==> config.mk <==
export PLATFORM = sky130hd
export DESIGN_NAME = rx_copy_select
export DESIGN_NICKNAME = d
export VERILOG_FILES = /design/src/rtl/rcs_pkg.sv /design/src/rtl/rcs_pair_ctrl.sv /design/src/rtl/rcs_out_stage.sv /design/src/rtl/rcs_status_reg.sv /design/src/rtl/rx_copy_select.sv
export SDC_FILE = /design/constraint.sdc
export NUM_CORES = 1
export LEC_CHECK = 0
export BUFFER_PORTS_ARGS = -buffer_cell sky130_fd_sc_hd__buf_2
export CAP_MARGIN = 20
export CORE_UTILIZATION = 38
export DETAILED_ROUTE_END_ITERATION = 16
export PLACE_DENSITY = 0.77
export SYNTH_ARGS = -nofsm -noshare
export SYNTH_HDL_FRONTEND = slang
export SYNTH_SLANG_ARGS = --single-unit
==> constraint.sdc <==
create_clock -name clk -period 1.3 [get_ports clk]
set_input_delay 0.13 -clock clk [delete_from_list [all_inputs] [get_ports clk]]
set_output_delay 0.13 -clock clk [all_outputs]
set_load 0.01 [all_outputs]
==> src/rtl/rcs_pkg.sv <==
package rcs_pkg;

    typedef enum logic {
        PAIR_IDLE = 1'b0,
        PAIR_OPEN = 1'b1
    } pair_e;

    typedef struct packed {
        pair_e st;
        logic  first_ok;
    } pair_s;

    typedef struct packed {
        logic bad;
    } flag_s;

endpackage

==> src/rtl/rcs_pair_ctrl.sv <==
module rcs_pair_ctrl
    import rcs_pkg::*;
(
    input  logic clk,
    input  logic rst_n,
    input  logic redundant,
    input  logic beat_acc,
    input  logic beat_err,
    input  logic beat_dup,
    output logic take,
    output logic bad_evt,
    output logic pair_open
);

    pair_s pair_q, pair_d;

    always_comb begin
        pair_d  = pair_q;
        take    = 1'b0;
        bad_evt = 1'b0;
        if (!redundant) begin
            pair_d.st       = PAIR_IDLE;
            pair_d.first_ok = 1'b0;
            if (beat_acc) begin
                take    = !beat_err;
                bad_evt = beat_err;
            end
        end else if (beat_acc) begin
            if (!beat_dup) begin
                // a new first copy; an open pair left behind is an error
                take            = !beat_err;
                bad_evt         = beat_err || (pair_q.st == PAIR_OPEN);
                pair_d.st       = PAIR_OPEN;
                pair_d.first_ok = !beat_err;
            end else if (pair_q.st == PAIR_OPEN) begin
                take            = !pair_q.first_ok && !beat_err;
                bad_evt         = beat_err;
                pair_d.st       = PAIR_IDLE;
                pair_d.first_ok = 1'b0;
            end else begin
                // second copy without a partner
                bad_evt = 1'b1;
            end
        end
    end

    always_ff @(posedge clk) begin
        if (!rst_n) begin
            pair_q.st       <= PAIR_IDLE;
            pair_q.first_ok <= 1'b0;
        end else begin
            pair_q <= pair_d;
        end
    end

    assign pair_open = (pair_q.st == PAIR_OPEN);

endmodule

==> src/rtl/rcs_out_stage.sv <==
module rcs_out_stage #(
    parameter int DW = 64
) (
    input  logic          clk,
    input  logic          rst_n,
    input  logic          load,
    input  logic [DW-1:0] load_data,
    input  logic          sink_ready,
    output logic          slot_free,
    output logic          req_valid,
    output logic [DW-1:0] req_data
);

    typedef struct packed {
        logic          vld;
        logic [DW-1:0] data;
    } slot_s;

    slot_s slot_q, slot_d;

    assign slot_free = !slot_q.vld || sink_ready;

    always_comb begin
        slot_d = slot_q;
        if (slot_q.vld && sink_ready) begin
            slot_d.vld = 1'b0;
        end
        if (load) begin
            slot_d.vld  = 1'b1;
            slot_d.data = load_data;
        end
    end

    always_ff @(posedge clk) begin
        if (!rst_n) begin
            slot_q.vld  <= 1'b0;
            slot_q.data <= '0;
        end else begin
            slot_q <= slot_d;
        end
    end

    assign req_valid = slot_q.vld;
    assign req_data  = slot_q.data;

endmodule

==> src/rtl/rcs_status_reg.sv <==
module rcs_status_reg
    import rcs_pkg::*;
#(
    parameter int SW      = 32,
    parameter int BAD_POS = 1
) (
    input  logic          clk,
    input  logic          rst_n,
    input  logic          set_evt,
    input  logic          host_wr,
    input  logic [SW-1:0] host_wdata,
    output logic [SW-1:0] word
);

    flag_s flag_q, flag_d;

    always_comb begin
        flag_d = flag_q;
        if (set_evt) begin
            flag_d.bad = 1'b1;
        end else if (host_wr && host_wdata[BAD_POS]) begin
            flag_d.bad = 1'b0;
        end
    end

    always_ff @(posedge clk) begin
        if (!rst_n) begin
            flag_q.bad <= 1'b0;
        end else begin
            flag_q <= flag_d;
        end
    end

    always_comb begin
        word          = '0;
        word[BAD_POS] = flag_q.bad;
    end

endmodule

==> src/rtl/rx_copy_select.sv <==
module rx_copy_select #(
    parameter int PKT_W  = 64,
    parameter int STAT_W = 32
) (
    input  logic              clk,
    input  logic              rst_n,
    input  logic              redundant,
    input  logic              in_valid,
    output logic              in_ready,
    input  logic [PKT_W-1:0]  in_data,
    input  logic              in_err,
    input  logic              in_dup,
    output logic              out_valid,
    input  logic              out_ready,
    output logic [PKT_W-1:0]  out_data,
    input  logic              host_wr,
    input  logic [STAT_W-1:0] host_wdata,
    output logic [STAT_W-1:0] status_word
);

    localparam int BAD_POS = 1;

    logic beat_acc;
    logic take;
    logic bad_evt;
    logic pair_open;

    assign beat_acc = in_valid && in_ready;

    rcs_pair_ctrl u_pair (
        .clk       (clk),
        .rst_n     (rst_n),
        .redundant (redundant),
        .beat_acc  (beat_acc),
        .beat_err  (in_err),
        .beat_dup  (in_dup),
        .take      (take),
        .bad_evt   (bad_evt),
        .pair_open (pair_open)
    );

    rcs_out_stage #(.DW(PKT_W)) u_out (
        .clk        (clk),
        .rst_n      (rst_n),
        .load       (take),
        .load_data  (in_data),
        .sink_ready (out_ready),
        .slot_free  (in_ready),
        .req_valid  (out_valid),
        .req_data   (out_data)
    );

    rcs_status_reg #(.SW(STAT_W), .BAD_POS(BAD_POS)) u_stat (
        .clk        (clk),
        .rst_n      (rst_n),
        .set_evt    (bad_evt),
        .host_wr    (host_wr),
        .host_wdata (host_wdata),
        .word       (status_word)
    );

endmodule

# --- Word level (Yosys, flattened, before mapping) ---
# Cells that the tools add are included.
op_classes:
  n_eq_ne: 1
  n_mux: 16
  n_reduce_logical: 13
op_table:
  columns: ["cell", "n"]
  rows:
  - ["2-to-1 mux 65 bit", 1]
  - ["2-to-1 mux 1 bit", 14]
  - ["logical AND 1 bit", 4]
  - ["AND reduction 2 bit", 2]
  - ["nonzero test 2 bit", 2]
  - ["zero test 1 bit", 3]
  - ["logical OR 1 bit", 2]
  - ["2-to-1 mux 2 bit", 1]
  - ["inequality test 2 x 1 -> 1 bit (second input constant)", 1]
totals:
  regBits: 68
  inputBits: 104
  out_inout_bits: 98
  wordCells: 35

# --- Depth between registers and ports, before layout ---
logic_depth:
  word_depth: 7
  depth_mapped: 5
  depth_no_buf: 4

# --- By module ---
# From an unflattened synthesis, not the netlist that was laid out.
hier_totals:
  hier_cells: 263
  area_unflattened_um2: 2909.0
modules_own_cells:
  columns: ["mod", "n_inst", "cells_each", "area_per_inst_um2", "seq_area_each_um2"]
  rows:
  - ["rcs_out_stage", 1, 210, 2506.2, 1301.2]
  - ["rcs_status_reg", 1, 37, 279.0, 20.0]
  - ["rcs_pair_ctrl", 1, 15, 117.6, 40.0]
  - ["rx_copy_select", 1, 1, 6.3, 0.0]

# --- Worst setup path before layout ---
# Ideal clock, no wire load.
synth_path:
  path_kind: "flip-flop to flip-flop"
  start: "register u_pair.pair_q (netlist bit u_pair.pair_open)"
  end: "register u_out.slot_q (netlist bit u_out.req_data[0])"
  setup_time_ns: 0.072
  arrival_ns: 1.269
  required_time_ns: 1.228
  path_slack_ns: -0.041
  stages_incl_launch_ff: 6
  n_path_buf: 2
  period_less_slack_ns: 1.341
  path_cell_list: "dfxtp_1 nand2b_1 a311oi_2 buf_6 buf_12 mux2i_1"
synth_via:
  elab_chain_cells: 4
synth_lines:
  columns: ["item", "line", "text"]
  rows:
  - ["start, declared", "rcs_pair_ctrl.sv:15", "pair_s pair_q, pair_d;"]
  - ["start signal, assigned", "rcs_pair_ctrl.sv:52", "pair_q <= pair_d;"]
  - ["2-to-1 mux 1 bit", "rcs_pair_ctrl.sv:35", "end else if (pair_q.st == PAIR_OPEN) begin"]
  - ["2-to-1 mux 1 bit", "rcs_pair_ctrl.sv:29", "if (!beat_dup) begin"]
  - ["2-to-1 mux 1 bit", "rcs_pair_ctrl.sv:28", "end else if (beat_acc) begin"]
  - ["2-to-1 mux 1 bit", "rcs_pair_ctrl.sv:21", "if (!redundant) begin"]
  - ["end signal, assigned", "rcs_out_stage.sv:39", "slot_q <= slot_d;"]
  - ["end, declared", "rcs_out_stage.sv:19", "slot_s slot_q, slot_d;"]
# Every way passes these cells.
# A chain may end at the register's enable or synchronous reset.

# --- Worst setup path after layout ---
layout_path:
  start: "register u_pair.pair_q[0] (netlist bit)"
  end: "register u_out.slot_q (netlist bit u_out.req_data[53])"
layout_via:
  elab_chain_cells: 6
layout_lines:
  columns: ["item", "line", "text"]
  rows:
  - ["zero test 1 bit", "rcs_pair_ctrl.sv:36", "take = !pair_q.first_ok && !beat_err;"]
  - ["logical AND 1 bit", "rcs_pair_ctrl.sv:36", null]
  - ["2-to-1 mux 1 bit", "rcs_pair_ctrl.sv:35", null]
  - ["2-to-1 mux 1 bit", "rcs_pair_ctrl.sv:29", null]
  - ["2-to-1 mux 1 bit", "rcs_pair_ctrl.sv:28", null]
  - ["2-to-1 mux 1 bit", "rcs_pair_ctrl.sv:21", null]
# Every way passes these cells.

==> results.cfg <==
[cells_and_area]
area_delta_synth_final_pct = 35.5
final_util_pct = 53.1
fill_cells = 712
antenna_cells = 0
nets = 589
multi_input_area_um2 = 1400
drive_gt1_share_pct = 38.3
seq_area_um2 = 1360
instances_no_fill = 590

[logic_synthesis]
netlist_instances = 334
yosysSeqAreaShare_pct = 44.9
avgSynthCellArea_um2 = 9.08
synth.cell_area_um2 = 3030
ys_ff_latch = 68
yosys_warnings = 0
synthDistinctLibCells = 22

[timing]
rsz0062_at_grt = yes
clock.fmax_ghz = 0.734
post-route-period-util_pct = 105
worst_slack_ns = -0.0618
drv_slew = 0
finalHoldViolCount = 0
hold_ws_ns = 0.0395
skew_ns = 0.00550
min_period_ns = 1.36
finalSetupViolations = 44

[die]
pin_count = 202
die_y_um = 91.3
start_util_pct = 39.2
die_area_um2 = 8340
num_rows = 32
core_um2 = 7730
die_x_um = 91.3

[critical_path]
cp.required_ns = 1.54
endpoint_kind = register
worstSetupPathType = register to register
ff2ff_setup_slack_ns = -0.06
worstSetupPathDepth = 5
start_kind = register
cp_max_fo = 9
slowest_delay_ns = 0.32
crit_chain = nand2b_4, a311oi_4, buf_6, buf_12, mux2i_2
ff2ff_path_depth = 5
r2r-start = u_pair.pair_q[0]
path_buf_inv = 2
regToRegEndpoint = u_out.req_data[53]
path_delay_family = buffers and inverters
crit_path_end = u_out.req_data[53]
cpMaxStageDelayCell = dfxtp_2
critPathArrivalTime_ns = 1.61
critPathLaunch = u_pair.pair_q[0]

[clocking]
numClockSinks = 68
cts-root-buf = clkbuf_8
clock_latency_ns = 0.32
clockBufferDepth = 2
htreeDepth = 3
hold_buffers = 0
cts_tree = built
numCtsBuffers = 9
cts.reportedPaths.clkPinSlew_ns = 0.07

[drt]
dr.pass1.iters = 6
drtAntennaViolNets = 0
wl_per_cell_um = 11.5
via_count = 2588
drtIter0Drc = 49
via_per_inst = 4.39
wl_um = 6770
drc = 0

[worst_hold_path]
hold_class = input port to register
min_from = in_data[54]

[status]
status = finished, violations left
failed_checks = setup timing

[power]
powerDensity_nw_per_um2 = 1100
leakage_nw = 2.02
finalPower_w = 0.00452
peakVddDrop_uv = 730

[global_routing]
grt_pass1_wl_um = 10300
grt_max_degree = 43
grt_pass1_vias = 2387
overflow = 0
antenna_found_initial = 0
grt_use_total_pct = 15.5

[placed_design]
place_inst = 572
hpwl_um = 4880
routabilityCongestion = 0.747
place_ws_ns = -0.0929
portBuffers = 139

[run]
maxCapViolCount = 0
[layer usage]
metal	GRT usage (%)	vias to the layer above	share of wire (%)
met4	6.35	0	0.89
li1	-	1303	-
met2	29.3	91	52
met1	15.9	1189	41
met3	4.61	5	5.3
met5	0	-	0
[cells in the mapped netlist (all sizes together)]
| master | instances | share of area (%) |
|---|---|---|
| o31ai | 1 | 0.25 |
| a311oi | 2 | 0.78 |
| mux2i | 64 | 21 |
| nand2b | 2 | 0.41 |
| nand2 | 130 | 16 |
| nor3b | 1 | 0.25 |
| xor2 | 1 | 0.29 |
| a21oi | 2 | 0.33 |
| nor2b | 2 | 0.41 |
| o21a | 1 | 0.25 |
| a221oi | 1 | 0.29 |
| or4 | 1 | 0.25 |
| a22oi | 1 | 0.25 |
| dfxtp | 68 | 45 |
| clkbuf | 14 | 1.7 |
| conb | 1 | 0.12 |
| inv | 2 | 0.25 |
| buf | 40 | 12 |
[state kept, by name (all words and copies together), names as in the netlist]
register,cells
u_out.req_data,64
u_out.req_valid,1
u_pair.pair_open,1
u_pair.pair_q,1
u_stat.flag_q,1
[power by group]
group / switching (W) / internal, W
registers: 0.0000486 / 0.00219
logic: 0.000378 / 0.000359
clock network: 0.000724 / 0.000822
total: 0.00115 / 0.00337
[cells in the final DEF (no fill, tap or decap), types with 2 or more instances in the layout]
cell and instances:
buf_12 5, buf_6 10, clkinv_2 2, buf_2 137, conb_1 31, dfxtp_2 2, mux2i_1 63, nand2_1 130
buf_4 9, dfxtp_1 66, clkbuf_8 12
[cells by family (layout without fill, tap and decap cells)]
kind of cell / after synthesis / count (layout) / synth area share, %
compound gates: 8 / 8 / 2.15
xor+xnor: 1 / 1 / 0.289
flops: 68 / 68 / 44.9
other cells: 1 / 31 / 0.124
mux: 64 / 64 / 21.1
buf+inv: 56 / 180 / 14.0
simple gates: 136 / 136 / 17.4
[per-stage QoR]
stage	cell area (µm²)	TNS, ns
global placement	3790	-0.185
CTS	4030	-4.11
floorplan	3150	0
finish	4110	-0.878
detailed placement	3790	-3.18
global route	4110	-5.96
[worst min path at each step]
stage | end | slack, ns | depth (start not counted)
after CTS | u_out.req_data[63] | 0.02 | 3
final | u_out.req_data[54] | 0.04 | 3
after global placement | u_out.req_data[6] | 0.38 | 3
after detailed placement | u_out.req_data[10] | 0.39 | 3
after global routing | u_out.req_data[51] | 0.02 | 3
after floorplan | u_pair.pair_open | 0.24 | 1
[tightest hold or removal path, stage by stage]
cell and delay [ns]:
buf_2 0.09, nand2_1 0.04, mux2i_1 0.05
[final cells by class]
class	instances	area share [%]
multi-input combinational	240	34.0
sequential	68	33.2
timing repair buffer	164	25.2
clock buffer	12	4.02
tap	102	3.11
clock inverter	2	0.244
inverter	2	0.244
[what timing repair did]
item | CTS | global route
setup buffers | 1 | 1
endpoints found under the setup margin | 65 | 67
cloned | 1 | 1
pin swaps | 1 | 2
resized for setup | 9 | 12
No activity file was read; power rests on OpenSTA's default activity.
